$ cat config.mk
export PLATFORM = sky130hd
export DESIGN_NAME = torus_dor_route
export DESIGN_NICKNAME = d
export VERILOG_FILES = /design/src/rtl/torus_rt_pkg.sv /design/src/rtl/torus_ring_step.sv /design/src/rtl/torus_dor_sel.sv /design/src/rtl/torus_dor_route.sv
export SDC_FILE = /design/constraint.sdc
export NUM_CORES = 1
export LEC_CHECK = 0
export BUFFER_PORTS_ARGS = -buffer_cell sky130_fd_sc_hd__buf_2
export CELL_PAD_IN_SITES_DETAIL_PLACEMENT = 1
export CELL_PAD_IN_SITES_GLOBAL_PLACEMENT = 1
export CORE_MARGIN = 8
export CORE_UTILIZATION = 31
export DETAILED_ROUTE_END_ITERATION = 8
export GPL_TIMING_DRIVEN = 0
export PLACE_DENSITY = 0.78
export SYNTH_ARGS = -nofsm -noshare
export SYNTH_HDL_FRONTEND = slang
export SYNTH_SLANG_ARGS = --single-unit
$ cat constraint.sdc
create_clock -name clk_i -period 0.8 [get_ports clk_i]
set_input_delay 0.04 -clock clk_i [delete_from_list [all_inputs] [get_ports clk_i]]
set_output_delay 0.04 -clock clk_i [all_outputs]
set_load 0.005 [all_outputs]
$ cat src/rtl/torus_rt_pkg.sv
package torus_rt_pkg;
  typedef enum logic [2:0] {
    PORT_EJECT = 3'd0,
    PORT_XP    = 3'd1,
    PORT_XM    = 3'd2,
    PORT_YP    = 3'd3,
    PORT_YM    = 3'd4
  } port_e;

  typedef struct packed {
    logic move;
    logic plus;
    logic wrap;
  } ring_step_t;
endpackage

$ cat src/rtl/torus_ring_step.sv
module torus_ring_step
  import torus_rt_pkg::*;
#(
  parameter int K  = 4,
  parameter int CW = 2
) (
  input  logic [CW-1:0] cur_i,
  input  logic [CW-1:0] dst_i,
  output ring_step_t    step_o
);
  localparam int DW   = CW + 1;
  localparam int HALF = K / 2;

  logic [DW-1:0] cur_w, dst_w, fwd;

  assign cur_w = {1'b0, cur_i};
  assign dst_w = {1'b0, dst_i};

  // forward distance modulo K
  always_comb begin
    if (dst_w >= cur_w) fwd = dst_w - cur_w;
    else                fwd = dst_w + DW'(K) - cur_w;
  end

  always_comb begin
    step_o.move = (fwd != '0);
    step_o.plus = step_o.move && (fwd <= DW'(HALF));
    // positive pass wraps k-1 -> 0, negative pass wraps 0 -> k-1
    step_o.wrap = step_o.move &&
                  (step_o.plus ? (dst_w < cur_w) : (dst_w > cur_w));
  end
endmodule

$ cat src/rtl/torus_dor_sel.sv
module torus_dor_sel
  import torus_rt_pkg::*;
#(
  parameter int K  = 4,
  parameter int CW = 2
) (
  input  logic [CW-1:0] cur_x_i,
  input  logic [CW-1:0] cur_y_i,
  input  logic [CW-1:0] dst_x_i,
  input  logic [CW-1:0] dst_y_i,
  output port_e         port_o,
  output logic          vc_o
);
  localparam int NDIM = 2;

  logic [CW-1:0] cur_d [NDIM];
  logic [CW-1:0] dst_d [NDIM];
  ring_step_t    step_d [NDIM];

  assign cur_d[0] = cur_x_i;
  assign cur_d[1] = cur_y_i;
  assign dst_d[0] = dst_x_i;
  assign dst_d[1] = dst_y_i;

  for (genvar d = 0; d < NDIM; d++) begin : g_dim
    torus_ring_step #(.K(K), .CW(CW)) u_ring (
      .cur_i  (cur_d[d]),
      .dst_i  (dst_d[d]),
      .step_o (step_d[d])
    );
  end

  // X strictly before Y
  always_comb begin
    if (step_d[0].move)      port_o = step_d[0].plus ? PORT_XP : PORT_XM;
    else if (step_d[1].move) port_o = step_d[1].plus ? PORT_YP : PORT_YM;
    else                     port_o = PORT_EJECT;
  end

  // any wrap on the remaining path selects class 1
  assign vc_o = step_d[0].wrap | step_d[1].wrap;
endmodule

$ cat src/rtl/torus_dor_route.sv
module torus_dor_route
  import torus_rt_pkg::*;
#(
  parameter int K  = 4,
  parameter int CW = 2
) (
  input  logic          clk_i,
  input  logic          rst_ni,
  input  logic          flit_valid_i,
  input  logic          flit_head_i,
  input  logic [CW-1:0] cur_x_i,
  input  logic [CW-1:0] cur_y_i,
  input  logic [CW-1:0] dst_x_i,
  input  logic [CW-1:0] dst_y_i,
  output logic          route_valid_o,
  output logic [2:0]    out_port_o,
  output logic          vc_o
);
  port_e nxt_port;
  logic  nxt_vc;
  logic  head_fire;

  assign head_fire = flit_valid_i & flit_head_i;

  torus_dor_sel #(.K(K), .CW(CW)) u_sel (
    .cur_x_i (cur_x_i),
    .cur_y_i (cur_y_i),
    .dst_x_i (dst_x_i),
    .dst_y_i (dst_y_i),
    .port_o  (nxt_port),
    .vc_o    (nxt_vc)
  );

  always_ff @(posedge clk_i or negedge rst_ni) begin
    if (!rst_ni) begin
      route_valid_o <= 1'b0;
      out_port_o    <= PORT_EJECT;
      vc_o          <= 1'b0;
    end else begin
      route_valid_o <= head_fire;
      if (head_fire) begin
        out_port_o <= nxt_port;
        vc_o       <= nxt_vc;
      end
    end
  end

  assert_valid_after_head_R2: assert property (@(posedge clk_i) disable iff (!rst_ni)
    head_fire |=> route_valid_o);

  assert_no_spurious_valid_R2: assert property (@(posedge clk_i) disable iff (!rst_ni)
    !head_fire |=> !route_valid_o);

  assert_hold_on_body_R3: assert property (@(posedge clk_i) disable iff (!rst_ni)
    !head_fire |=> ($stable(out_port_o) && $stable(vc_o)));

  assert_x_first_R4: assert property (@(posedge clk_i) disable iff (!rst_ni)
    (head_fire && dst_x_i != cur_x_i) |=>
      (out_port_o == PORT_XP || out_port_o == PORT_XM));

  assert_y_after_x_R5: assert property (@(posedge clk_i) disable iff (!rst_ni)
    (head_fire && dst_x_i == cur_x_i && dst_y_i != cur_y_i) |=>
      (out_port_o == PORT_YP || out_port_o == PORT_YM));

  assert_eject_class0_R7: assert property (@(posedge clk_i) disable iff (!rst_ni)
    (route_valid_o && out_port_o == PORT_EJECT) |-> !vc_o);
endmodule

==> results.toml <==
[logic_synthesis]
yosys.cell_types.count = 18
synth_net_count = 66
yosys.area.top_type = "sky130_fd_sc_hd__dfrtp_1"
synth.top_cells.by_count = "sky130_fd_sc_hd__inv_1, sky130_fd_sc_hd__dfrtp_1, sky130_fd_sc_hd__o21ai_1"
share_of_flip_flops_with_an_asynchronous_set_or_reset_after_synthesis_pct = 100
ys.flop_type = "sky130_fd_sc_hd__dfrtp_1"
synth.top_cell.area_share_pct = 30.0
yosys_register_bits = 5
post_synth.cell_area_avg_um2 = 8.68
synth_area_leaders = "sky130_fd_sc_hd__dfrtp_1, sky130_fd_sc_hd__ha_1, sky130_fd_sc_hd__fa_1"
postSynthCellCount = 48
seq_area_frac_synth_pct = 30.0
synth.most_common_cell = "sky130_fd_sc_hd__inv_1"
synth.yosys.warnings = 0
netlist_area_um2 = 417
synth_edf_count = 0

[drt]
drcViolationCount = 0
detail_route.wirelength_um = 1090
viasPerCell = 4.88
drt-pass1-iter-count = 2
post_drt_wl_per_cell_um = 12.8
routed-via-count = 415
detailedRoute.firstIterationViolations = 1
remaining_antenna_violation_count = 0

[critical_path]
criticalPathCategory = "input pin to flop"
worst_setup_path_end_kind = "flop"
critical_path.n_buffers_inverters = 2
path_delay_family = "adder cells"
worstPathArrival_ns = 1.36
r2r-start = "out_port_o[0]"
critical_path.startpoint = "dst_x_i[0]"
worstPathRequired_ns = 0.92
worst-path-max-fanout = 5
critical_path.cell_chain = "buf_8, inv_12, ha_4, fa_2, and4bb_1, nor3_2, a31oi_1"
critPathLaunchType = "input pin"
timing.critical_path.slowest_stage_cell = "sky130_fd_sc_hd__fa_2"
timing.critical_path.slowest_cell_delay_ns = 0.57

[die]
die-area_um2 = 2770
die_height_um = 52.7
boundaryPins = 17
floorplan.rows = 13
floorplan.initialDensity_pct = 32.4
die_x_um = 52.7
core_um2 = 1280

[placement]
input_output_buffers = 16
post-place-ws_ns = -0.839
dp.final_hpwl_um = 892
dp.cells = 79
gpl.final_weighted_congestion = 0.723

[timing]
slew_headroom_pct = 88.2
setup_repair_after_global_routing_missed_its_margin = "yes"
final_hold_slack_ns = 0.106
clock.fmax_mhz = 808
final_hold_viol_count = 0
setup-violations-final = 4
fin_skew_ns = 0
setup_total_negative_slack_ns = -1.45
layout_worst_path_cycle_share_pct = 155
period_minus_slack_ns = 1.24
timing_worst_slew_pin_value_ns = 0.175
fin_ws_ns = -0.438
timing.final.max_slew_violations = 0

[clocking]
clockRootBuffer = "sky130_fd_sc_hd__clkbuf_4"
clock_input_transition_at_the_sequential_cells_of_the_worst_setup_and_hold_paths_ns = 0.04
cts.path.max_buffers = 2
clk-insertion-delay-late_ns = 0.24
tritoncts = "done"
cts_max_level = 1
tritoncts.num_buffers = 3
clkSinkCount = 5

[finish]
post_route_cells_drive_above_1_share_pct = 42.9
finalNonFillerCells = 85
diodes = 0
final_nets = 89
area_growth_from_synthesis_to_layout_pct = 58.0

[run_status]
outcome = "complete, but fails checks"
failed_checks = "setup timing"

[power_and_ir_drop]
p_leak_nw = 0.321
power.ir.vdd_worst_mv = 0.429
power-per-cell-area_nw_per_um2 = 1550

[hold_path]
hold_path.startpoint = "flit_head_i"
min-delay-path-class = "input pin to flop"

[run]
drv.max_cap_violation_count = 0

[global_routing]
grt_pass1_vias = 472
grt_first_pass_wirelength_um = 1930
track_usage_pct = 9.10
grt_max_degree = 9
antenna_violations_before_repair = 0
grt_overflow_total = 0
## layout make-up
class	count	area [um^2]
well taps	15	18.8
fillers	162	627
repair buffers	18	130
inverters	8	55.1
flip-flops and latches	5	125
clock buffers	4	26.3
multi-input cells	35	303
## what timing repair did
item / CTS / global route
setup buffers: 1 / 0
pin swaps: 12 / 0
hold endpoints to repair: 5 / 0
hold buffers: 1 / 0
setup endpoints to repair: 4 / 7
resized for setup: 8 / 1
## layout by cell type, fill, tap and decap left out, drive strengths merged, types with 2 or more instances in the layout
| master | instances |
|---|---|
| nand2 | 5 |
| clkbuf | 4 |
| inv | 8 |
| nand2b | 2 |
| o21ai | 8 |
| or3 | 2 |
| buf | 17 |
| nand3 | 2 |
| dfrtp | 5 |
| a31oi | 3 |
| ha | 4 |
| fa | 2 |
| nor2 | 2 |
## per-layer routing
metal	global-route usage [%]	share of wire, %	vias up
li1	-	-	206
met4	5.17	0.65	0
met1	9.03	37	196
met5	0	0	-
met3	2.27	7.5	2
met2	16.6	55	11
## kinds of logic (layout without fill, tap and decap cells)
| logic type | Yosys count | count (layout) | synth area share [%] |
|---|---|---|---|
| and+or+nand+nor | 17 | 17 | 24.9 |
| AOI/OAI and AO/OA | 11 | 11 | 14.1 |
| buffers and inverters | 8 | 30 | 7.21 |
| adders and majority gates | 6 | 6 | 21.6 |
| DFF | 5 | 5 | 30.0 |
| xor gates and xnor gates | 1 | 1 | 2.10 |
## final timing paths
kind | depth (start not counted) | to | slack (ns)
setup / recovery | 7 | vc_o | -0.44
hold / removal | 3 | out_port_o[2] | 0.11
setup reg to reg | 2 | out_port_o[0] | 0.11
hold reg to reg | 2 | out_port_o[2] | 0.48
max in group asynchronous | 2 | out_port_o[1] | 0.53
min in group asynchronous | 2 | route_valid_o | 0.15
## worst min-delay path, cell delays in order
cell and delay (ns):
sky130_fd_sc_hd__buf_2 0.11, sky130_fd_sc_hd__nand2_4 0.09, sky130_fd_sc_hd__o21ai_1 0.07
## registers in the layout, summed over array words and instances, names as in the netlist
| signal | flops |
|---|---|
| route_valid_o | 1 |
| out_port_o | 3 |
| vc_o | 1 |
## metrics by stage
stage	area [um^2]	util, %	total power, mW
after floorplan	480	-	0.559
after global placement	579	45.1	0.683
after detailed placement	579	45.1	0.701
after CTS	656	51.0	1.03
after global routing	658	51.2	1.11
final	658	51.2	1.02
## power breakdown
| group | switching, mW | total [mW] | internal (mW) |
|---|---|---|---|
| Combinational | 0.201 | 0.413 | 0.212 |
| Clock | 0.104 | 0.293 | 0.189 |
| Sequential | 0.0167 | 0.312 | 0.295 |
Note: power is estimated with default switching activity, not from simulation.
